==> src/rtl/bgen_pkg.sv <==
package bgen_pkg;
  localparam int ADDR_W  = 8;
  localparam int DATA_W  = 16;
  localparam logic [ADDR_W-1:0] ADDR_MODE = 8'h04;
  localparam logic [ADDR_W-1:0] ADDR_GEN  = 8'h18;
  localparam logic [ADDR_W-1:0] ADDR_DIV  = 8'h34;

  typedef struct packed {
    logic             presel;
    logic [15:0]      gen;
    logic [7:0]       div;
  } bgen_cfg_t;
endpackage

==> src/rtl/bgen_cfg_regs.sv <==
module bgen_cfg_regs
  import bgen_pkg::*;
#(
  parameter int GEN_W   = 16,
  parameter int DIV_W   = 8,
  parameter int DIV_MIN = 4
) (
  input  logic              clk,
  input  logic              rst_n,
  input  logic              cfg_we,
  input  logic [ADDR_W-1:0] cfg_addr,
  input  logic [DATA_W-1:0] cfg_wdata,
  output logic [GEN_W-1:0]  gen_q,
  output logic [DIV_W-1:0]  div_q,
  output logic              presel_q,
  output logic              restart
);
  localparam logic [DIV_W-1:0] DIV_FLOOR = DIV_W'(DIV_MIN);

  logic hit_gen, hit_div, hit_mode;
  logic [DIV_W-1:0] div_in;

  assign hit_gen  = cfg_we && (cfg_addr == ADDR_GEN);
  assign hit_div  = cfg_we && (cfg_addr == ADDR_DIV);
  assign hit_mode = cfg_we && (cfg_addr == ADDR_MODE);
  assign restart  = hit_gen || hit_div || hit_mode;

  // Floor on the second-stage divisor keeps the bit period legal.
  assign div_in = (cfg_wdata[DIV_W-1:0] < DIV_FLOOR) ? DIV_FLOOR
                                                     : cfg_wdata[DIV_W-1:0];

  always_ff @(posedge clk) begin
    if (!rst_n) begin
      gen_q    <= '0;
      div_q    <= DIV_FLOOR;
      presel_q <= 1'b0;
    end else begin
      if (hit_gen)  gen_q    <= cfg_wdata[GEN_W-1:0];
      if (hit_div)  div_q    <= div_in;
      if (hit_mode) presel_q <= cfg_wdata[0];
    end
  end
endmodule

==> src/rtl/bgen_prescale.sv <==
module bgen_prescale #(
  parameter int PRE_DIV = 8
) (
  input  logic clk,
  input  logic rst_n,
  input  logic restart,
  input  logic presel,
  output logic ref_en
);
  generate
    if (PRE_DIV > 1) begin : g_div
      localparam int PC_W = $clog2(PRE_DIV);
      localparam logic [PC_W-1:0] PC_LAST = PC_W'(PRE_DIV - 1);
      logic [PC_W-1:0] pc;
      always_ff @(posedge clk) begin
        if (!rst_n || restart) pc <= '0;
        else if (pc == PC_LAST) pc <= '0;
        else pc <= pc + 1'b1;
      end
      assign ref_en = presel ? (pc == PC_LAST) : 1'b1;
    end else begin : g_pass
      assign ref_en = 1'b1;
    end
  endgenerate
endmodule

==> src/rtl/bgen_sample_div.sv <==
module bgen_sample_div #(
  parameter int GEN_W = 16
) (
  input  logic             clk,
  input  logic             rst_n,
  input  logic             restart,
  input  logic             ref_en,
  input  logic [GEN_W-1:0] gen,
  output logic             wrap,
  output logic             sample_q
);
  logic [GEN_W-1:0] cnt;

  assign wrap = ref_en && (gen != '0) && (cnt == gen - 1'b1);

  always_ff @(posedge clk) begin
    if (!rst_n || restart) begin
      cnt      <= '0;
      sample_q <= 1'b0;
    end else begin
      sample_q <= wrap;
      if (wrap) cnt <= '0;
      else if (ref_en && gen != '0) cnt <= cnt + 1'b1;
    end
  end
endmodule

==> src/rtl/bgen_baud_div.sv <==
module bgen_baud_div #(
  parameter int DIV_W = 8
) (
  input  logic             clk,
  input  logic             rst_n,
  input  logic             restart,
  input  logic             tick,
  input  logic [DIV_W-1:0] div,
  output logic             baud_q
);
  logic [DIV_W-1:0] cnt;

  always_ff @(posedge clk) begin
    if (!rst_n || restart) begin
      cnt    <= '0;
      baud_q <= 1'b0;
    end else if (tick) begin
      if (cnt == div) begin
        cnt    <= '0;
        baud_q <= 1'b1;
      end else begin
        cnt    <= cnt + 1'b1;
        baud_q <= 1'b0;
      end
    end else begin
      baud_q <= 1'b0;
    end
  end
endmodule

==> src/rtl/baudgen_two_stage.sv <==
module baudgen_two_stage
  import bgen_pkg::*;
#(
  parameter int GEN_W   = 16,
  parameter int DIV_W   = 8,
  parameter int DIV_MIN = 4,
  parameter int PRE_DIV = 8
) (
  input  logic              clk,
  input  logic              rst_n,
  input  logic              cfg_we,
  input  logic [ADDR_W-1:0] cfg_addr,
  input  logic [DATA_W-1:0] cfg_wdata,
  output logic              sample_en,
  output logic              baud_en
);
  logic [GEN_W-1:0] gen_q;
  logic [DIV_W-1:0] div_q;
  logic presel_q, restart, ref_en, s1_wrap;

  bgen_cfg_regs #(.GEN_W(GEN_W), .DIV_W(DIV_W), .DIV_MIN(DIV_MIN)) u_cfg (
    .clk(clk), .rst_n(rst_n), .cfg_we(cfg_we), .cfg_addr(cfg_addr),
    .cfg_wdata(cfg_wdata), .gen_q(gen_q), .div_q(div_q),
    .presel_q(presel_q), .restart(restart)
  );

  bgen_prescale #(.PRE_DIV(PRE_DIV)) u_pre (
    .clk(clk), .rst_n(rst_n), .restart(restart), .presel(presel_q),
    .ref_en(ref_en)
  );

  bgen_sample_div #(.GEN_W(GEN_W)) u_s1 (
    .clk(clk), .rst_n(rst_n), .restart(restart), .ref_en(ref_en),
    .gen(gen_q), .wrap(s1_wrap), .sample_q(sample_en)
  );

  // Second stage sees the same wrap the first stage registers, so a
  // bit enable always lands on the clock of a sample enable.
  bgen_baud_div #(.DIV_W(DIV_W)) u_s2 (
    .clk(clk), .rst_n(rst_n), .restart(restart), .tick(s1_wrap),
    .div(div_q), .baud_q(baud_en)
  );
endmodule

==> config.mk <==
export PLATFORM = sky130hd
export DESIGN_NAME = baudgen_two_stage
export DESIGN_NICKNAME = d
export VERILOG_FILES = /design/src/rtl/bgen_pkg.sv /design/src/rtl/bgen_cfg_regs.sv /design/src/rtl/bgen_prescale.sv /design/src/rtl/bgen_sample_div.sv /design/src/rtl/bgen_baud_div.sv /design/src/rtl/baudgen_two_stage.sv
export SDC_FILE = /design/constraint.sdc
export NUM_CORES = 1
export LEC_CHECK = 0
export ABC_AREA = 1
export BUFFER_PORTS_ARGS = -buffer_cell sky130_fd_sc_hd__buf_4
export CAP_MARGIN = 20
export CORE_UTILIZATION = 64
export DETAILED_ROUTE_END_ITERATION = 12
export HOLD_SLACK_MARGIN = 0.06
export PLACE_DENSITY = 0.94
export SETUP_SLACK_MARGIN = 0.1
export SLEW_MARGIN = 20
export SYNTH_ARGS = -nofsm -noshare
export SYNTH_HDL_FRONTEND = slang
export SYNTH_SLANG_ARGS = --single-unit
==> constraint.sdc <==
create_clock -name clk -period 4 [get_ports clk]
set_clock_uncertainty 0.05 [all_clocks]
set_input_delay 0.6 -clock clk [delete_from_list [all_inputs] [get_ports clk]]
set_output_delay 0.6 -clock clk [all_outputs]
set_load 0.01 [all_outputs]
# ---- Yosys cells after proc, flatten, opt, wreduce, memory -nomap -nowiden
# Index checks and enable logic that the tools add are counted.
dict set report word_totals {
  regBits 54
  out_inout_bits 2
  elab_cells 37
  in_bits 27
}
dict set report classes {
  order_cmp 1
  n_reduce_logical 13
  n_eq_ne 6
  n_mux 4
  n_bitwise 1
  add_sub_neg 4
}
# op count
set ops {}
lappend ops {{16-bit by 1-bit adder with 16-bit output, second input constant} 1}
lappend ops {{16-bit == test} 1}
lappend ops {{8-bit 2-to-1 mux} 2}
lappend ops {{16-bit nonzero test} 1}
lappend ops {{16-bit by 1-bit subtractor with 16-bit output, second input constant} 1}
lappend ops {{8-bit by 1-bit adder with 8-bit output, second input constant} 1}
lappend ops {{8-bit by 3-bit == test with 1-bit output, second input constant} 1}
lappend ops {{8-bit by 5-bit == test with 1-bit output, second input constant} 1}
lappend ops {{8-bit by 6-bit == test with 1-bit output, second input constant} 1}
lappend ops {{8-bit == test} 1}
lappend ops {{8-bit by 3-bit less-than comparator with 1-bit output, second input constant} 1}
lappend ops {{2-bit OR reduction} 3}
lappend ops {{1-bit logical AND} 5}
lappend ops {{3-bit by 1-bit adder with 3-bit output, second input constant} 1}
lappend ops {{3-bit == test, second input constant} 1}
lappend ops {{1-bit logical OR} 3}
lappend ops {{1-bit 2-to-1 mux} 2}
lappend ops {{1-bit logical NOT} 1}
lappend ops {{1-bit NOT} 1}

# ---- Logic depth before layout (Yosys ltp)
# Gate-level depths: netlist of the first run.
dict set report depth {
  ltp_word 6
  mapped_depth 17
  ltp_nobuf 17
}

# ---- Cells and area by module
# From an unflattened synthesis of the first run, not the netlist that was laid out.
dict set report unflattened {
  hier_cells 567
  hier_area_um2 3691.0
}
# mod area_per_inst_um2 instances seq_area_each_um2 cells_per_inst
set modules_own_cells {}
lappend modules_own_cells {bgen_sample_div 1843.0 1 340.3 285}
lappend modules_own_cells {bgen_cfg_regs 1209.9 1 500.5 192}
lappend modules_own_cells {bgen_baud_div 519.2 1 180.2 76}
lappend modules_own_cells {bgen_prescale 118.9 1 60.1 14}

# ---- Worst setup path before layout of the first run
# No wires, ideal clock.
dict set report synth_timing {
  kind {register to register}
  start {register u_cfg.gen_q[0]}
  end {register u_s2.cnt[5]}
  setup_time_ns 0.111
  stages_incl_launch_ff 15
  slack_ns 2.045
  t_required_ns 3.839
  n_path_buf 1
  period_less_slack_ns 1.955
  arrival_time_ns 1.793
  path_cell_list {dfxtp_1 inv_2 ha_1 xnor2_1 nor2_1 nand2_1 nor2_1 nand3b_1 nor2_4 nand3_2 nand2_2 buf_6 nand2_2 nand2_1 nor2_1}
}
dict set report synth_via {
  elab_chain_len 3
  elab_cells_between_ends 5
  classes_between {1 x add/sub; 1 x eq/ne; 3 x reduce/logical}
}
# element line
set synth_lines {}
lappend synth_lines {{from (decl)} bgen_cfg_regs.sv:13} ;# output logic [GEN_W-1:0] gen_q,
lappend synth_lines {{from (signal assigned)} bgen_cfg_regs.sv:38} ;# if (hit_gen) gen_q <= cfg_wdata[GEN_W-1:0];
lappend synth_lines {{16-bit by 1-bit subtractor with 16-bit output or 16-bit nonzero test (tied branches)} bgen_sample_div.sv:14} ;# assign wrap = ref_en && (gen != '0) && (cnt == gen - 1'b1);
lappend synth_lines {{16-bit == test or 1-bit logical AND (tied branches)} bgen_sample_div.sv:14}
lappend synth_lines {{1-bit logical AND *} bgen_sample_div.sv:14}
lappend synth_lines {{to (signal assigned)} bgen_baud_div.sv:22} ;# cnt <= cnt + 1'b1;
lappend synth_lines {{to (decl)} bgen_baud_div.sv:11} ;# logic [DIV_W-1:0] cnt;
# Every way passes the cells marked *; elsewhere a longest branch is shown, timed or not.
# A chain may end at the register's enable or synchronous reset.

# ---- Worst setup path in the final report of the first run
dict set report layout_timing {
  start {input port cfg_addr[3]}
  end {register u_s2.cnt[3]}
}
dict set report layout_via {
  elab_chain_len 5
  elab_cells_between_ends 9
  classes_between {3 x eq/ne; 6 x reduce/logical}
}
# element line
set layout_lines {}
lappend layout_lines {{from (decl)} baudgen_two_stage.sv:12} ;# input logic [ADDR_W-1:0] cfg_addr,
lappend layout_lines {{8-bit by 5-bit == test with 1-bit output or 8-bit by 6-bit == test with 1-bit output (tied branches)} {bgen_cfg_regs.sv:23, bgen_cfg_regs.sv:24}}
lappend layout_lines {{1-bit logical AND (on tied branches)} {bgen_cfg_regs.sv:23, bgen_cfg_regs.sv:24}}
lappend layout_lines {{1-bit logical OR} bgen_cfg_regs.sv:26} ;# assign restart = hit_gen || hit_div || hit_mode;
lappend layout_lines {{1-bit logical OR *} bgen_cfg_regs.sv:26}
lappend layout_lines {{1-bit logical OR *} bgen_baud_div.sv:14} ;# if (!rst_n || restart) begin
# Marks and branches as above.

==> impl_metrics.json, run 1 <==
{
  "timing.rr.start": "u_cfg.gen_q[0]",
  "worst_slew_pin_slew_ps": 708,
  "dieArea_um2": 5440,
  "area_growth_pct": 11.0,
  "async_flop_share_pct": 0,
  "grt_pass1_vias": 3036,
  "rr_endpoint": "u_s2.cnt[3]",
  "fillCellCount": 347,
  "yosys-top-cells-count": "nand2_1 (126), nor2_1 (77), inv_1 (63)",
  "grt_pass1_wl_um": 13800,
  "power.density_nw_per_um2": 259,
  "post_cts_resize_count": 0,
  "synthCells": 516,
  "clkPwrFrac_pct": 35.6,
  "drt_iter0_drc": 404,
  "min_to": "u_pre.g_div.pc[0]",
  "synth_area_leaders": "dfxtp_1 (33%), nand2_1 (14%), nor2_1 (8.8%), inv_1 (7.2%), nand3_1 (5.2%)",
  "period_share_pct": 66.3,
  "clock-sinks": 54,
  "rrSetupSlack_ps": 1400,
  "num_vias": 3517,
  "grt_max_degree": 28,
  "grt_usage_pct": 33.4,
  "cts_tree": "built",
  "period_minus_slack_ps": 2650,
  "yosysTopAreaCell": "dfxtp_1",
  "start_util_pct": 68.0,
  "place.gp.congestion": 0.917,
  "arrival_ps": 2850,
  "cts_root_buffer": "clkbuf_8",
  "drc_errors": 0,
  "synth_edf_count": 0,
  "wl_per_cell_um": 14.0,
  "drt_first_pass_iters": 5,
  "io_buffers": 28,
  "dp_slack_ps": 1110,
  "holdPathStages": 1,
  "cts_inserted_buffers": 5,
  "cp-end-kind": "flip-flop",
  "internal_power_w": 0.000729,
  "hold_viol": 0,
  "layout.nets": 576,
  "seqPwrFrac_pct": 57.2,
  "die_x_um": 73.8,
  "crit_fanout": 27,
  "coreArea_um2": 4850,
  "critPathKind": "input port to flip-flop",
  "hp-start": "u_pre.g_div.pc[0]",
  "status": "finished, final reports clean",
  "antenna_cells": 0,
  "synth.most_common_cell": "nand2_1",
  "clockBufferDepth": 2,
  "ant_nets": 0,
  "ff2ff_path_depth": 13,
  "drive_above_1_share_pct": 12.1,
  "clock.fmax_mhz": 377,
  "syn-num-nets": 548,
  "cap_violations": 0,
  "syn_area_um2": 3300,
  "swShare_pct": 23.2,
  "crit_required_ps": 4200,
  "setup_tns_ps": 0,
  "ys_ff_latch": 54,
  "synth.distinct_cells": 36,
  "synth_area_per_cell_um2": 6.39,
  "grt_antenna_before_repair": 0,
  "hold_class": "flip-flop to flip-flop",
  "rsz0062_at_grt": "no",
  "synth_top_cell_area_share_pct": 32.8,
  "ys.flop_type": "dfxtp_1",
  "yosysWarnings": 0,
  "postCtsHoldBufs": 0,
  "p_leak_nw": 1.68,
  "timing.final.ws_setup_ps": 1350,
  "critPathLaunchType": "input port",
  "setup_viol": 0,
  "hpwl_um": 6440,
  "max-vdd-ir-drop_mv": 0.222,
  "htree_levels": 2,
  "overflow": 0,
  "slew_violations": 0,
  "relSlewSlack_pct": 52.7,
  "rows": 25,
  "seq_area_frac_synth_pct": 32.8,
  "post-cts-setup-buffer-count": 0,
  "path_clk_slew_ps": 100,
  "die_y_um": 73.8,
  "clk_latency_ps": 310,
  "switchingPower_w": 0.000220,
  "pin_count": 29,
  "drt-vias-per-instance": 5.75,
  "drt_wl_total_um": 8600,
  "combPwrFrac_pct": 7.2
}
## routing by layer
layer  share of wire [%]  track usage, %  up-vias
met5                   0               0        -
met4                 1.6            9.83        0
met3                 8.6            4.12       16
met2                  49            58.4      199
met1                  41            43.0     1598
li1                    -               -     1704
## stage by stage
step                area, um^2  cells  total power, W  hold WS [ps]  utilization, %
floorplan                 3300    516        0.000591           349               -
global placement          3550    604        0.000619           360            73.3
detailed placement        3550    604        0.000621           367            73.3
CTS                       3660    612        0.000947           380            75.5
global route              3660    612        0.000978           401            75.5
finish                    3660    612        0.000949           382            75.5
## cell usage in the layout (no fill, tap or decap), types with 5 or more instances in the layout
| cell | netlist | layout |
|---|---|---|
| nand4_1 | 13 | 13 |
| nor2_2 | 7 | 7 |
| inv_2 | 7 | 7 |
| xnor2_1 | 13 | 13 |
| o21ai_0 | 33 | 33 |
| inv_1 | 63 | 63 |
| xor2_1 | 6 | 6 |
| buf_4 | 1 | 29 |
| nand3b_1 | 5 | 5 |
| nand2_1 | 126 | 126 |
| a21oi_1 | 22 | 22 |
| nand3_1 | 34 | 34 |
| ha_1 | 5 | 5 |
| nor2_1 | 77 | 77 |
| nor3_1 | 12 | 12 |
| nand2_2 | 5 | 5 |
| clkbuf_8 | 0 | 7 |
| dfxtp_1 | 54 | 54 |
## final cells by class
class                   count  area [um^2]  area share (%)
clock buffers               7         96.3            2.63
clock inverters             1         8.76           0.239
flip-flops and latches     54         1080            29.5
repair buffers             29          218            5.95
well taps                  67         83.8            2.29
inverters                  70          263            7.18
multi-input cells         384         1910            52.2
## worst max-delay path, cell delays in order
cell and delay (ps):
buf_4 110, and3_1 160, nand2_1 520, inv_1 260
nor3_2 460, nand2_2 360, nand2_2 180, inv_2 50
nor2_1 130
## flip-flops by register name, summed over array words and instances (netlist names)
name,cells
u_s1.sample_q,1
u_cfg.gen_q,16
u_s2.cnt,8
u_pre.g_div.pc,3
u_cfg.div_q,8
u_s1.cnt,16
u_s2.baud_q,1
u_cfg.presel_q,1
## power by group through the flow
stage                     Sequential (W)  Clock (W)  Combinational [W]
final                           0.000543   0.000338          0.0000682
after global routing            0.000543   0.000359          0.0000756
after CTS                       0.000543   0.000337          0.0000670
after detailed placement        0.000555          0          0.0000661
after global placement          0.000555          0          0.0000637
after floorplan                 0.000555          0          0.0000365
## cell families (layout without fill, tap and decap cells)
logic type	Yosys count	count (layout)	synth area share (%)
AND/OR/NAND/NOR	295	295	40.4
AO/OA/AOI/OAI	65	65	10.6
flip-flops	54	54	32.8
buffers and inverters	78	107	9.26
adder cells (fa/ha/maj)	5	5	1.90
XOR/XNOR	19	19	5.05
## worst max path at each step
| stage | from | endpoint | slack [ps] | cells past startpoint |
|---|---|---|---|---|
| after global placement | cfg_addr[3] | u_s2.cnt[5] | 1270 | 9 |
| after floorplan | u_cfg.gen_q[0] | u_s2.cnt[5] | 2050 | 14 |
| after CTS | cfg_addr[3] | u_s2.cnt[3] | 1390 | 9 |
| after detailed placement | cfg_addr[1] | u_s2.cnt[5] | 1110 | 10 |
| after global routing | cfg_addr[1] | u_s2.cnt[5] | 1130 | 10 |
| final | cfg_addr[3] | u_s2.cnt[3] | 1350 | 9 |
No activity file was read; power rests on OpenSTA's default activity.
==> run 2: changes to the inputs <==
--- a/config.mk
+++ b/config.mk
@@ -8,10 +8,10 @@
 export ABC_AREA = 1
 export BUFFER_PORTS_ARGS = -buffer_cell sky130_fd_sc_hd__buf_4
 export CAP_MARGIN = 20
-export CORE_UTILIZATION = 64
+export CORE_UTILIZATION = 60
 export DETAILED_ROUTE_END_ITERATION = 12
 export HOLD_SLACK_MARGIN = 0.06
-export PLACE_DENSITY = 0.94
+export PLACE_DENSITY = 0.89
 export SETUP_SLACK_MARGIN = 0.1
 export SLEW_MARGIN = 20
 export SYNTH_ARGS = -nofsm -noshare
==> constraint.sdc (replaced) <==
create_clock -name clk -period 2.5 [get_ports clk]
set_clock_uncertainty 0.05 [all_clocks]
set_input_delay 0.375 -clock clk [delete_from_list [all_inputs] [get_ports clk]]
set_output_delay 0.375 -clock clk [all_outputs]
set_load 0.01 [all_outputs]
==> impl_metrics.json, run 2 (synthesis gave the netlist of run 1 again) <==
{
  "drt_wl_total_um": 7980,
  "p_leak_nw": 1.70,
  "antenna_cells": 0,
  "area_growth_pct": 12.9,
  "cpPeakStageDelay_ps": 370,
  "hold_viol": 0,
  "rows": 26,
  "critPathLaunchType": "flip-flop",
  "slowest_stage": "dfxtp_1",
  "cp_common_cell": "nand2_1",
  "num_vias": 3397,
  "post-cts-setup-buffer-count": 0,
  "clockBufferDepth": 2,
  "grt_usage_pct": 29.3,
  "wl_per_cell_um": 12.9,
  "max-vdd-ir-drop_mv": 0.359,
  "grt_pass1_vias": 3117,
  "crit_chain": "inv_2 > ha_1 > xnor2_1 > nor2_2 > nand2_1 > nor2_1 > nand3b_1 > nor2_4 > nand3_2 > nand2_8 > o21ai_1 > nand2_1 > inv_1",
  "cts_root_buffer": "clkbuf_8",
  "period_minus_slack_ps": 2210,
  "cts_tree": "built",
  "period_share_pct": 88.4,
  "post_cts_resize_count": 0,
  "holdPathStages": 3,
  "relSlewSlack_pct": 68.2,
  "hold_class": "input port to flip-flop",
  "crit_buf_inv": 2,
  "drt-vias-per-instance": 5.51,
  "setup_viol": 0,
  "mostFrequentLayoutCells": "nand2_1 (125), nor2_1 (75), inv_1 (63)",
  "final_common_cell": "nand2_1",
  "critPathKind": "flip-flop to flip-flop",
  "start_util_pct": 63.3,
  "postCtsHoldBufs": 0,
  "setup_tns_ps": 0,
  "clock-sinks": 54,
  "drc_errors": 0,
  "cp.depth": 13,
  "clk_latency_ps": 310,
  "crit_family": "simple AND/OR/NAND/NOR gates",
  "fin_cells": 617,
  "die_x_um": 76.1,
  "crit_fanout": 20,
  "grt_max_degree": 28,
  "grt_antenna_before_repair": 0,
  "rsz0062_at_grt": "no",
  "cap_violations": 0,
  "power.density_nw_per_um2": 427,
  "slew_violations": 0,
  "clock.fmax_mhz": 452,
  "dieArea_um2": 5790,
  "reg_top3": "u_cfg.gen_q: 16 flops, u_s1.cnt: 16 flops",
  "ant_nets": 0,
  "hpwl_um": 6250,
  "htree_levels": 2,
  "drive_above_1_share_pct": 13.2,
  "path_clk_slew_ps": 100,
  "cp-end-kind": "flip-flop",
  "arrival_ps": 2380,
  "overflow": 0,
  "crit_required_ps": 2670,
  "grt_pass1_wl_um": 13800,
  "cts_inserted_buffers": 5,
  "status": "finished, final reports clean",
  "ff2ff_path_depth": 13,
  "fin_util_pct": 71.5,
  "layout.nets": 578,
  "dp.cells": 609,
  "worst_slew_pin_slew_ps": 474,
  "place.gp.congestion": 0.990,
  "p_total_w": 0.00159,
  "die_y_um": 76.1,
  "io_buffers": 28,
  "pin_count": 29,
  "coreArea_um2": 5200,
  "drt_iter0_drc": 229,
  "drt_first_pass_iters": 5
}
-- run 2: changes by cell type in the layout (fill, tap and decap cells not counted) --
cell,change
nor3_1,-1
nor3_2,+1
bufinv_16,+1
buf_4,+2
o21ai_0,-1
nand2_8,+1
inv_6,+1
clkbuf_8,-2
nor2_4,+1
nor2_2,+1
nor2_1,-2
nand2_1,-1
o21ai_1,+1
-- run 2: path summary, 6_finish.rpt --
kind / slack, ps / end / from
worst max-delay path: 290 / u_s2.cnt[2] / u_cfg.gen_q[0]
worst min-delay path: 270 / u_cfg.gen_q[11] / cfg_wdata[11]
worst max register to register: 290 / u_s2.cnt[2] / u_cfg.gen_q[0]
worst min register to register: 380 / u_pre.g_div.pc[0] / u_pre.g_div.pc[0]
-- run 2: worst reg2reg max path: cells and delay by family, from the launching register on --
kind            cells  cell delay, ps
simple gates        8            1070
flops               1             370
fa+ha+maj           1             300
xor+xnor            1             130
buf+inv             2             100
compound gates      1              90
-- run 2: cell type report --
type | instances | area (um^2)
clock inverters | 3 | 47.5
repair buffers | 31 | 233
fillers | 450 | 1480
clock buffers | 5 | 68.8
well taps | 70 | 87.6
multi-input cells | 384 | 1940
inverters | 70 | 263
flip-flops and latches | 54 | 1080
-- run 2: through the flow --
stage	cell area (um^2)	setup WS, ps	hold slack, ps
floorplan	3300	545	349
global placement	3570	225	361
detailed placement	3570	144	361
CTS	3690	104	273
global route	3720	102	274
finish	3720	290	271
-- run 2: report_power, final --
part / internal [W] / leakage (nW) / switching, W
clock network: 0.000304 / 0.0587 / 0.000309
logic: 0.0000488 / 1.20 / 0.0000594
registers: 0.000865 / 0.435 / 0.00000354
-- run 2: metal layers --
metal	up-vias	track usage, %	wire length, um	share of wire (%)
li1	1703	-	-	-
met1	1546	38.3	3530	44
met2	131	48.3	3710	46
met3	17	4.43	524	6.6
met4	0	11.9	215	2.7
met5	-	0	0	0
==> run 3: changes to the inputs <==
--- a/config.mk
+++ b/config.mk
@@ -8,10 +8,11 @@
 export ABC_AREA = 1
 export BUFFER_PORTS_ARGS = -buffer_cell sky130_fd_sc_hd__buf_4
 export CAP_MARGIN = 20
-export CORE_UTILIZATION = 60
+export CORE_UTILIZATION = 54
 export DETAILED_ROUTE_END_ITERATION = 12
+export GPL_TIMING_DRIVEN = 0
 export HOLD_SLACK_MARGIN = 0.06
-export PLACE_DENSITY = 0.89
+export PLACE_DENSITY = 0.85
 export SETUP_SLACK_MARGIN = 0.1
 export SLEW_MARGIN = 20
 export SYNTH_ARGS = -nofsm -noshare
==> constraint.sdc (replaced) <==
create_clock -name clk -period 1.8 [get_ports clk]
set_clock_uncertainty 0.05 [all_clocks]
set_input_delay 0.27 -clock clk [delete_from_list [all_inputs] [get_ports clk]]
set_output_delay 0.27 -clock clk [all_outputs]
set_load 0.01 [all_outputs]
==> impl_metrics.json, run 3 (synthesis gave the netlist of run 1 again) <==
{
  "clk_latency_ps": 330,
  "reg_top3": "u_cfg.gen_q: 16 flops, u_s1.cnt: 16 flops",
  "grt_pass1_wl_um": 13900,
  "drt-vias-per-instance": 5.67,
  "io_buffers": 27,
  "pin_count": 29,
  "grt_max_degree": 20,
  "holdPathStages": 3,
  "layout.nets": 604,
  "mostFrequentLayoutCells": "nand2_1 (112), nor2_1 (62), inv_1 (61)",
  "dieArea_um2": 6420,
  "start_util_pct": 55.7,
  "cp-end-kind": "flip-flop",
  "worst_slew_pin_slew_ps": 580,
  "hp-start": "cfg_wdata[15]",
  "critPathKind": "flip-flop to flip-flop",
  "clock-sinks": 54,
  "timing.final.ws_setup_ps": -317,
  "grt_antenna_before_repair": 0,
  "drc_errors": 0,
  "cap_violations": 0,
  "htree_levels": 2,
  "hold_class": "input port to flip-flop",
  "drt_first_pass_iters": 5,
  "overflow": 0,
  "path_clk_slew_ps": 110,
  "die_x_um": 80.1,
  "crit_required_ps": 1990,
  "cts_inserted_buffers": 5,
  "arrival_ps": 2310,
  "area_growth_pct": 27.1,
  "fin_util_pct": 70.8,
  "dp_slack_ps": -394,
  "max-vdd-ir-drop_mv": 0.456,
  "fin_cells": 648,
  "drt_wl_total_um": 9320,
  "crit_fanout": 5,
  "hold_viol": 0,
  "violations": "setup timing",
  "rows": 28,
  "grt_usage_pct": 28.4,
  "die_y_um": 80.1,
  "m1WireLength_um": 3730,
  "dp.cells": 618,
  "timing.rr.start": "u_cfg.gen_q[1]",
  "period_minus_slack_ps": 2120,
  "final_common_cell": "nand2_1",
  "drive_above_1_share_pct": 25.5,
  "rr_endpoint": "u_s2.cnt[6]",
  "status": "complete, but fails checks",
  "period_share_pct": 118,
  "ff2ff_path_depth": 14,
  "num_vias": 3677,
  "dr_wl_met2_um": 4620,
  "cts_root_buffer": "clkbuf_8",
  "grt_pass1_vias": 3183,
  "rsz0062_at_grt": "yes",
  "ant_nets": 0,
  "power.density_nw_per_um2": 513,
  "hpwl_um": 6130,
  "rrSetupSlack_ps": -320,
  "wl_met3_um": 586,
  "relSlewSlack_pct": 61.1,
  "antenna_cells": 0,
  "min_to": "u_cfg.gen_q[15]",
  "critPathLaunchType": "flip-flop",
  "postCtsHoldBufs": 0,
  "coreArea_um2": 5920,
  "dr.max_layer_used": "met4",
  "clock.fmax_mhz": 472,
  "clockBufferDepth": 2,
  "setup_viol": 26,
  "drt_iter0_drc": 332,
  "slew_violations": 0,
  "p_leak_nw": 1.88,
  "wl_per_cell_um": 14.4,
  "place.gp.congestion": 0.940,
  "cts_tree": "built"
}
## run 3: changes by cell type in the layout (fill, tap and decap cells not counted), sizes merged
cell    before  now
inv         71   72
nor2        88   89
buf         31   51
bufinv       1    0
clkbuf       5   10
## run 3: layout make-up
class                           instances  area (um^2)
Clock buffer                            5         68.8
Tap cell                               75         93.8
Inverter                               70          265
Fill cell                             444         1730
Sequential cell                        54         1090
Timing Repair Buffer                   48          400
Clock inverter                          3         28.8
Multi-Input combinational cell        385         2190
Buffer                                  8         52.6
## run 3: routing by layer
| metal | vias up | global-route usage, % |
|---|---|---|
| li1 | 1766 | - |
| met1 | 1674 | 33.1 |
| met2 | 199 | 51.5 |
| met3 | 38 | 3.98 |
| met4 | 0 | 12.0 |
| met5 | - | 0 |
## run 3: power breakdown
group	internal [W]	switching, W	total, W
sequential	0.00120	0.00000535	0.00121
clock	0.000292	0.000461	0.000753
combinational	0.0000905	0.000100	0.000191
## run 3: repair_timing
item | CTS | global route
gates cloned | 1 | 1
pin swaps | 19 | 19
buffers inserted | 14 | 6
gates resized for setup | 34 | 41
endpoints found under the setup margin | 26 | 29
hold endpoints to repair | 0 | 0
## run 3: worst max-delay path by stage
stage          depth (start not counted)  slack, ps            start           to
2_1_floorplan                         14        -30   u_cfg.gen_q[1]  u_s2.cnt[4]
3_3_place_gp                           9       -360      cfg_addr[3]  u_s2.cnt[2]
3_5_place_dp                           9       -390      cfg_addr[3]  u_s2.cnt[4]
4_1_cts                               14       -220   u_cfg.gen_q[0]  u_s2.cnt[2]
5_1_grt                               14       -430  u_cfg.gen_q[11]  u_s2.cnt[6]
6_report                              14       -320   u_cfg.gen_q[1]  u_s2.cnt[6]
## run 3: stage by stage
| step | hold slack, ps | setup TNS (ps) | total power, W | cell area (um^2) |
|---|---|---|---|---|
| after CTS | 143 | -4070 | 0.00212 | 3980 |
| after global routing | 170 | -9130 | 0.00221 | 4190 |
| after floorplan | 349 | -89.7 | 0.00132 | 3320 |
| after global placement | 360 | -7030 | 0.00138 | 3620 |
| after detailed placement | 368 | -8100 | 0.00138 | 3620 |
| final | 137 | -5750 | 0.00215 | 4190 |
## run 3: critical path, stage by stage (launching register included)
cell and delay [ps]:
dfxtp_2 350, inv_2 70, ha_4 170, nand2_4 70
nor2_4 140, buf_6 120, nand4_1 90, nand2_2 140
nand2_2 90, nor2_4 180, nand2_1 130, nor2_4 160
nand3_1 110, nand2_1 120, nor2_1 50
